$ cat src/rtl/bsel_pkg.sv
package bsel_pkg;
    localparam int BUS_COUNT = 11;
    localparam int BUS_W     = 8;
    localparam int CODE_W    = 4;
endpackage

$ cat src/rtl/bsel_code_decode.sv
// Turns the one-based select code into a one-hot lane enable.
// Codes outside 1..N enable lane 0.
module bsel_code_decode #(
    parameter int N  = 11,
    parameter int CW = 4
) (
    input  logic [CW-1:0] code_i,
    output logic [N-1:0]  hot_o
);
    always_comb begin
        hot_o = '0;
        if (code_i != '0 && int'(code_i) <= N) begin
            hot_o[code_i - CW'(1)] = 1'b1;   // code k picks lane k
        end else begin
            hot_o[0] = 1'b1;                 // fallback to lane 1
        end
    end
endmodule

$ cat src/rtl/bsel_andor.sv
// Eleven-input selector built as AND masks followed by an OR reduction.
module bsel_andor #(
    parameter int N = 11,
    parameter int W = 8
) (
    input  logic [N*W-1:0] lanes_i,
    input  logic [N-1:0]   hot_i,
    output logic [W-1:0]   pick_o
);
    logic [W-1:0] masked [N];

    for (genvar i = 0; i < N; i++) begin : g_mask
        assign masked[i] = lanes_i[i*W +: W] & {W{hot_i[i]}};
    end

    always_comb begin
        pick_o = '0;
        for (int i = 0; i < N; i++) begin
            pick_o = pick_o | masked[i];
        end
    end
endmodule

$ cat src/rtl/bsel_stage.sv
// One pipeline register with synchronous active-high clear.
module bsel_stage #(
    parameter int W = 8
) (
    input  logic         clk_i,
    input  logic         rst_i,
    input  logic [W-1:0] d_i,
    output logic [W-1:0] q_o
);
    always_ff @(posedge clk_i) begin
        if (rst_i) begin
            q_o <= '0;
        end else begin
            q_o <= d_i;
        end
    end
endmodule

$ cat src/rtl/bus_sel11_pipe.sv
module bus_sel11_pipe
    import bsel_pkg::*;
#(
    parameter int N  = BUS_COUNT,
    parameter int W  = BUS_W,
    parameter int CW = CODE_W
) (
    input  logic          clk_i,
    input  logic          rst_i,
    input  logic [N*W-1:0] lanes_i,
    input  logic [CW-1:0] code_i,
    output logic [W-1:0]  data_o
);
    logic [N-1:0] hot;
    logic [W-1:0] picked;
    logic [W-1:0] stage_a_q;

    bsel_code_decode #(.N(N), .CW(CW)) u_dec (
        .code_i (code_i),
        .hot_o  (hot)
    );

    bsel_andor #(.N(N), .W(W)) u_mux (
        .lanes_i (lanes_i),
        .hot_i   (hot),
        .pick_o  (picked)
    );

    // capture stage: first of the two latency registers
    bsel_stage #(.W(W)) u_stage_a (
        .clk_i (clk_i),
        .rst_i (rst_i),
        .d_i   (picked),
        .q_o   (stage_a_q)
    );

    // output stage: drives the pin straight from a flop
    bsel_stage #(.W(W)) u_stage_b (
        .clk_i (clk_i),
        .rst_i (rst_i),
        .d_i   (stage_a_q),
        .q_o   (data_o)
    );

    // ---------------- assertions ----------------
    // Counts non-reset edges since reset, saturating at 2, so that
    // $past(...,2) only looks at cycles after reset.
    logic [1:0] warm_cnt;
    always_ff @(posedge clk_i) begin
        if (rst_i) begin
            warm_cnt <= 2'd0;
        end else if (warm_cnt != 2'd2) begin
            warm_cnt <= warm_cnt + 2'd1;
        end
    end
    logic warm;
    assign warm = (warm_cnt == 2'd2);

    a_r1_onehot_enable: assert property (@(posedge clk_i) disable iff (rst_i)
        $onehot(hot));

    for (genvar k = 0; k < N; k++) begin : g_chk
        a_r1_lane_pick: assert property (@(posedge clk_i) disable iff (rst_i)
            (warm && $past(code_i, 2) == CW'(k + 1))
            |-> data_o == $past(lanes_i[k*W +: W], 2));
    end

    a_r2_fallback_lane: assert property (@(posedge clk_i) disable iff (rst_i)
        (warm && ($past(code_i, 2) == '0 || $past(code_i, 2) > CW'(N)))
        |-> data_o == $past(lanes_i[W-1:0], 2));

    a_r5_cleared_after_reset: assert property (@(posedge clk_i) disable iff (rst_i)
        $fell(rst_i) |-> (data_o == '0 && stage_a_q == '0));
endmodule

$ cat config.mk
export PLATFORM = sky130hd
export DESIGN_NAME = bus_sel11_pipe
export DESIGN_NICKNAME = d
export VERILOG_FILES = /design/src/rtl/bsel_pkg.sv /design/src/rtl/bsel_code_decode.sv /design/src/rtl/bsel_andor.sv /design/src/rtl/bsel_stage.sv /design/src/rtl/bus_sel11_pipe.sv
export SDC_FILE = /design/constraint.sdc
export NUM_CORES = 1
export LEC_CHECK = 0
export ABC_AREA = 1
export CAP_MARGIN = 20
export CORE_ASPECT_RATIO = 1.4
export CORE_MARGIN = 4
export CORE_UTILIZATION = 31
export CTS_CLUSTER_SIZE = 28
export DETAILED_ROUTE_END_ITERATION = 12
export GPL_TIMING_DRIVEN = 0
export PLACE_DENSITY_LB_ADDON = 0.25
export SETUP_SLACK_MARGIN = 0.05
export SYNTH_ARGS = -nofsm -noshare
export SYNTH_HDL_FRONTEND = slang
export SYNTH_HIERARCHICAL = 1
export SYNTH_SLANG_ARGS = --single-unit
$ cat constraint.sdc
create_clock -name clk_i -period 0.9 [get_ports clk_i]
set_clock_uncertainty 0.1 [all_clocks]
set_input_delay 0.09 -clock clk_i [delete_from_list [all_inputs] [get_ports clk_i]]
set_output_delay 0.09 -clock clk_i [all_outputs]
set_load 0.01 [all_outputs]
==> results.cfg <==
[status]
status = complete, but fails checks
violations = hold timing, setup timing

[critical_path]
critPathRequiredTime_ns = 0.95
setup.worst_path.end_class = flop
worstSetupPathType = input port to flop
cp_max_fo = 1
startpoint_type = input port
slowest_delay_ns = 0.39
crit_chain = clkdlybuf4s50_1 -> nand2_1 -> nand2_1 -> nor2_2 -> nand3_1 -> inv_1 -> nor2_1
slowest_stage = clkdlybuf4s50_1
cpMostUsedCell = nand2_1
cp.arrival_ns = 0.96

[sta]
worst_slack_ns = -0.00968
setup_viol = 1
final.setup.tns_ns = -0.00968
period_share_pct = 101
worst_pin_slew_ns = 0.265
slew-limit-headroom_pct = 82.3
rsz0062_at_grt = true
hold_ws_ns = -0.0832
slew_violations = 0
hold_viol = 16
max_freq_mhz = 1100
finalCriticalPeriod_ns = 0.910

[grt]
grt_max_degree = 10
grt_pass1_vias = 1691
grt_pass1_wl_mm = 7.22
grt_antenna_before_repair = 0
gr-usage-all-layers_pct = 16.9
grt_remaining_overflow = 0

[placed_design]
io_buffers = 100
placedInstanceArea_mm2 = 0.00241
place_congestion = 0.830
hpwlAfterDp_mm = 3.88
placedCellCount = 399

[clock_tree]
clock_latency_ns = 0.25
cts_setup_buffers = 0
clk_pin_slew_worst_paths_ns = 0.06
cts_buffers = 3
cts-htree-levels = 1
clock_path_buffers = 2
tritoncts = yes
cts_root_buf = clkbuf_8
clock-sinks = 16

[pwr]
ir_worst_vdd_mv = 0.463
power_density_mw_per_mm2 = 870
p_leak_nw = 1.30

[finish]
area_delta_synth_final_pct = 90.1
fillers = 422
drive_above_1_share_pct = 20.3
design_area_mm2 = 0.00254
nets = 450
instances_no_fill = 400
antenna_cells = 0

[detailed_routing]
dr.pass1.iters = 4
drc_errors = 0
vias = 1715
antenna_left = 0
drt-vias-per-instance = 4.29
wirelength_mm = 4.67
drt_iter0_drc = 46
post_drt_wl_per_cell_um = 11.7

[worst_hold_path]
min_path_type = input port to flop

[die]
io_pins = 102
die_w_um = 63.5
core_mm2 = 0.00420
row_count = 28
dieArea_mm2 = 0.00544
die_h_um = 85.7
initial_utilization_pct = 31.8

[synth]
yosys-top-cells-count = 127 x nand2_1, 50 x nor2_1, 29 x inv_1
yosys-top-cells-area = nand2_1 36%, dfxtp_1 24%, nor2_1 14%, buf_6 9.3%, inv_1 8.1%
async_flop_share_pct = 0
synth.ff_latch_count = 16
post-synth-top-count-cell = nand2_1
syn_area_per_cell_um2 = 5.26
yosysWarnings = 6
synth_ff_type = dfxtp_1
syn_area_mm2 = 0.00134
syn_inst = 254
synthesis.nets = 348
netlist.area_leader.share_pct = 35.7
yosysSeqAreaShare_pct = 24.0
synth_edf_count = 0
yosysTopAreaCell = nand2_1
synth_cell_types = 9

[flow_run]
cap_violations = 0
## flip-flops by register name, indices dropped and copies added (netlist names)
name,flops
u_stage_a/q_o,8
u_stage_b/q_o,8
## cell type report
class / count / area, um2 / share of cell area, %
timing repair buffer: 100 / 985 / 38.8
buffer: 10 / 109 / 4.29
multi-input combinational: 196 / 891 / 35.1
clock buffer: 4 / 55.1 / 2.17
tap: 45 / 56.3 / 2.22
inverter: 29 / 121 / 4.78
sequential: 16 / 323 / 12.7
## metal layers
metal | vias to the layer above | routed length (um) | global-route usage [%] | share of wire, %
li1 | 931 | - | - | -
met4 | 0 | 203 | 9.23 | 4.4
met1 | 710 | 1580 | 15.6 | 34
met2 | 60 | 2560 | 34.0 | 55
met3 | 14 | 321 | 3.01 | 6.9
met5 | - | 0 | 0 | 0
## where the power goes
| group | internal [mW] | switching [mW] |
|---|---|---|
| combinational | 0.507 | 0.303 |
| sequential | 0.764 | 0.0127 |
| clock | 0.388 | 0.235 |
| total | 1.66 | 0.551 |
## what timing repair did
item | 4_1_cts | 5_1_grt
endpoints found under the hold margin | 16 | 16
pin swaps | 33 | 13
gates resized for setup | 89 | 19
setup endpoints to repair | 16 | 16
## through the flow
stage	worst slack [ns]	total power, mW	utilization [%]
global placement	-0.847	1.56	57.3
detailed placement	-0.873	1.57	57.3
floorplan	0.0124	1.06	-
CTS	-0.00907	2.20	59.0
global route	-0.0937	2.33	60.4
finish	-0.00968	2.21	60.4
## cells in the final DEF (no fill, tap or decap)
cell type and n:
nand2_1 116, clkdlybuf4s50_1 84, nor2_1 34, inv_1 24, nand2_2 17, dfxtp_1 14
buf_6 12, nor2_2 12, nand3_1 7, buf_2 6, nor2_4 5, clkbuf_8 4
dlygate4sd2_1 4, nand2_4 4, buf_8 3, inv_4 3, dfxtp_2 2, inv_6 1
inv_2 1, buf_4 1, nand3_2 1
## worst max-delay path: cells and delay by family
family,cells,cell delay (ns)
buf+inv,2,0.46
simple gates,5,0.41
## cells by family (layout without fill, tap and decap cells)
family	count (synthesis)	after routing	synth area share, %
AND/OR/NAND/NOR	196	196	57.9
buffers and inverters	42	143	18.2
flip-flops	16	16	24.0
## worst paths after layout
path,depth (start not counted),start,to,slack [ns]
setup reg to reg,2,u_stage_a/q_o[3],u_stage_b/q_o[3],0.32
setup / recovery,7,lanes_i[74],u_stage_a/q_o[2],-0.01
hold reg to reg,2,u_stage_a/q_o[1],u_stage_b/q_o[1],0.30
hold / removal,2,rst_i,u_stage_b/q_o[1],-0.08
Note: power is estimated with default switching activity, not from simulation.
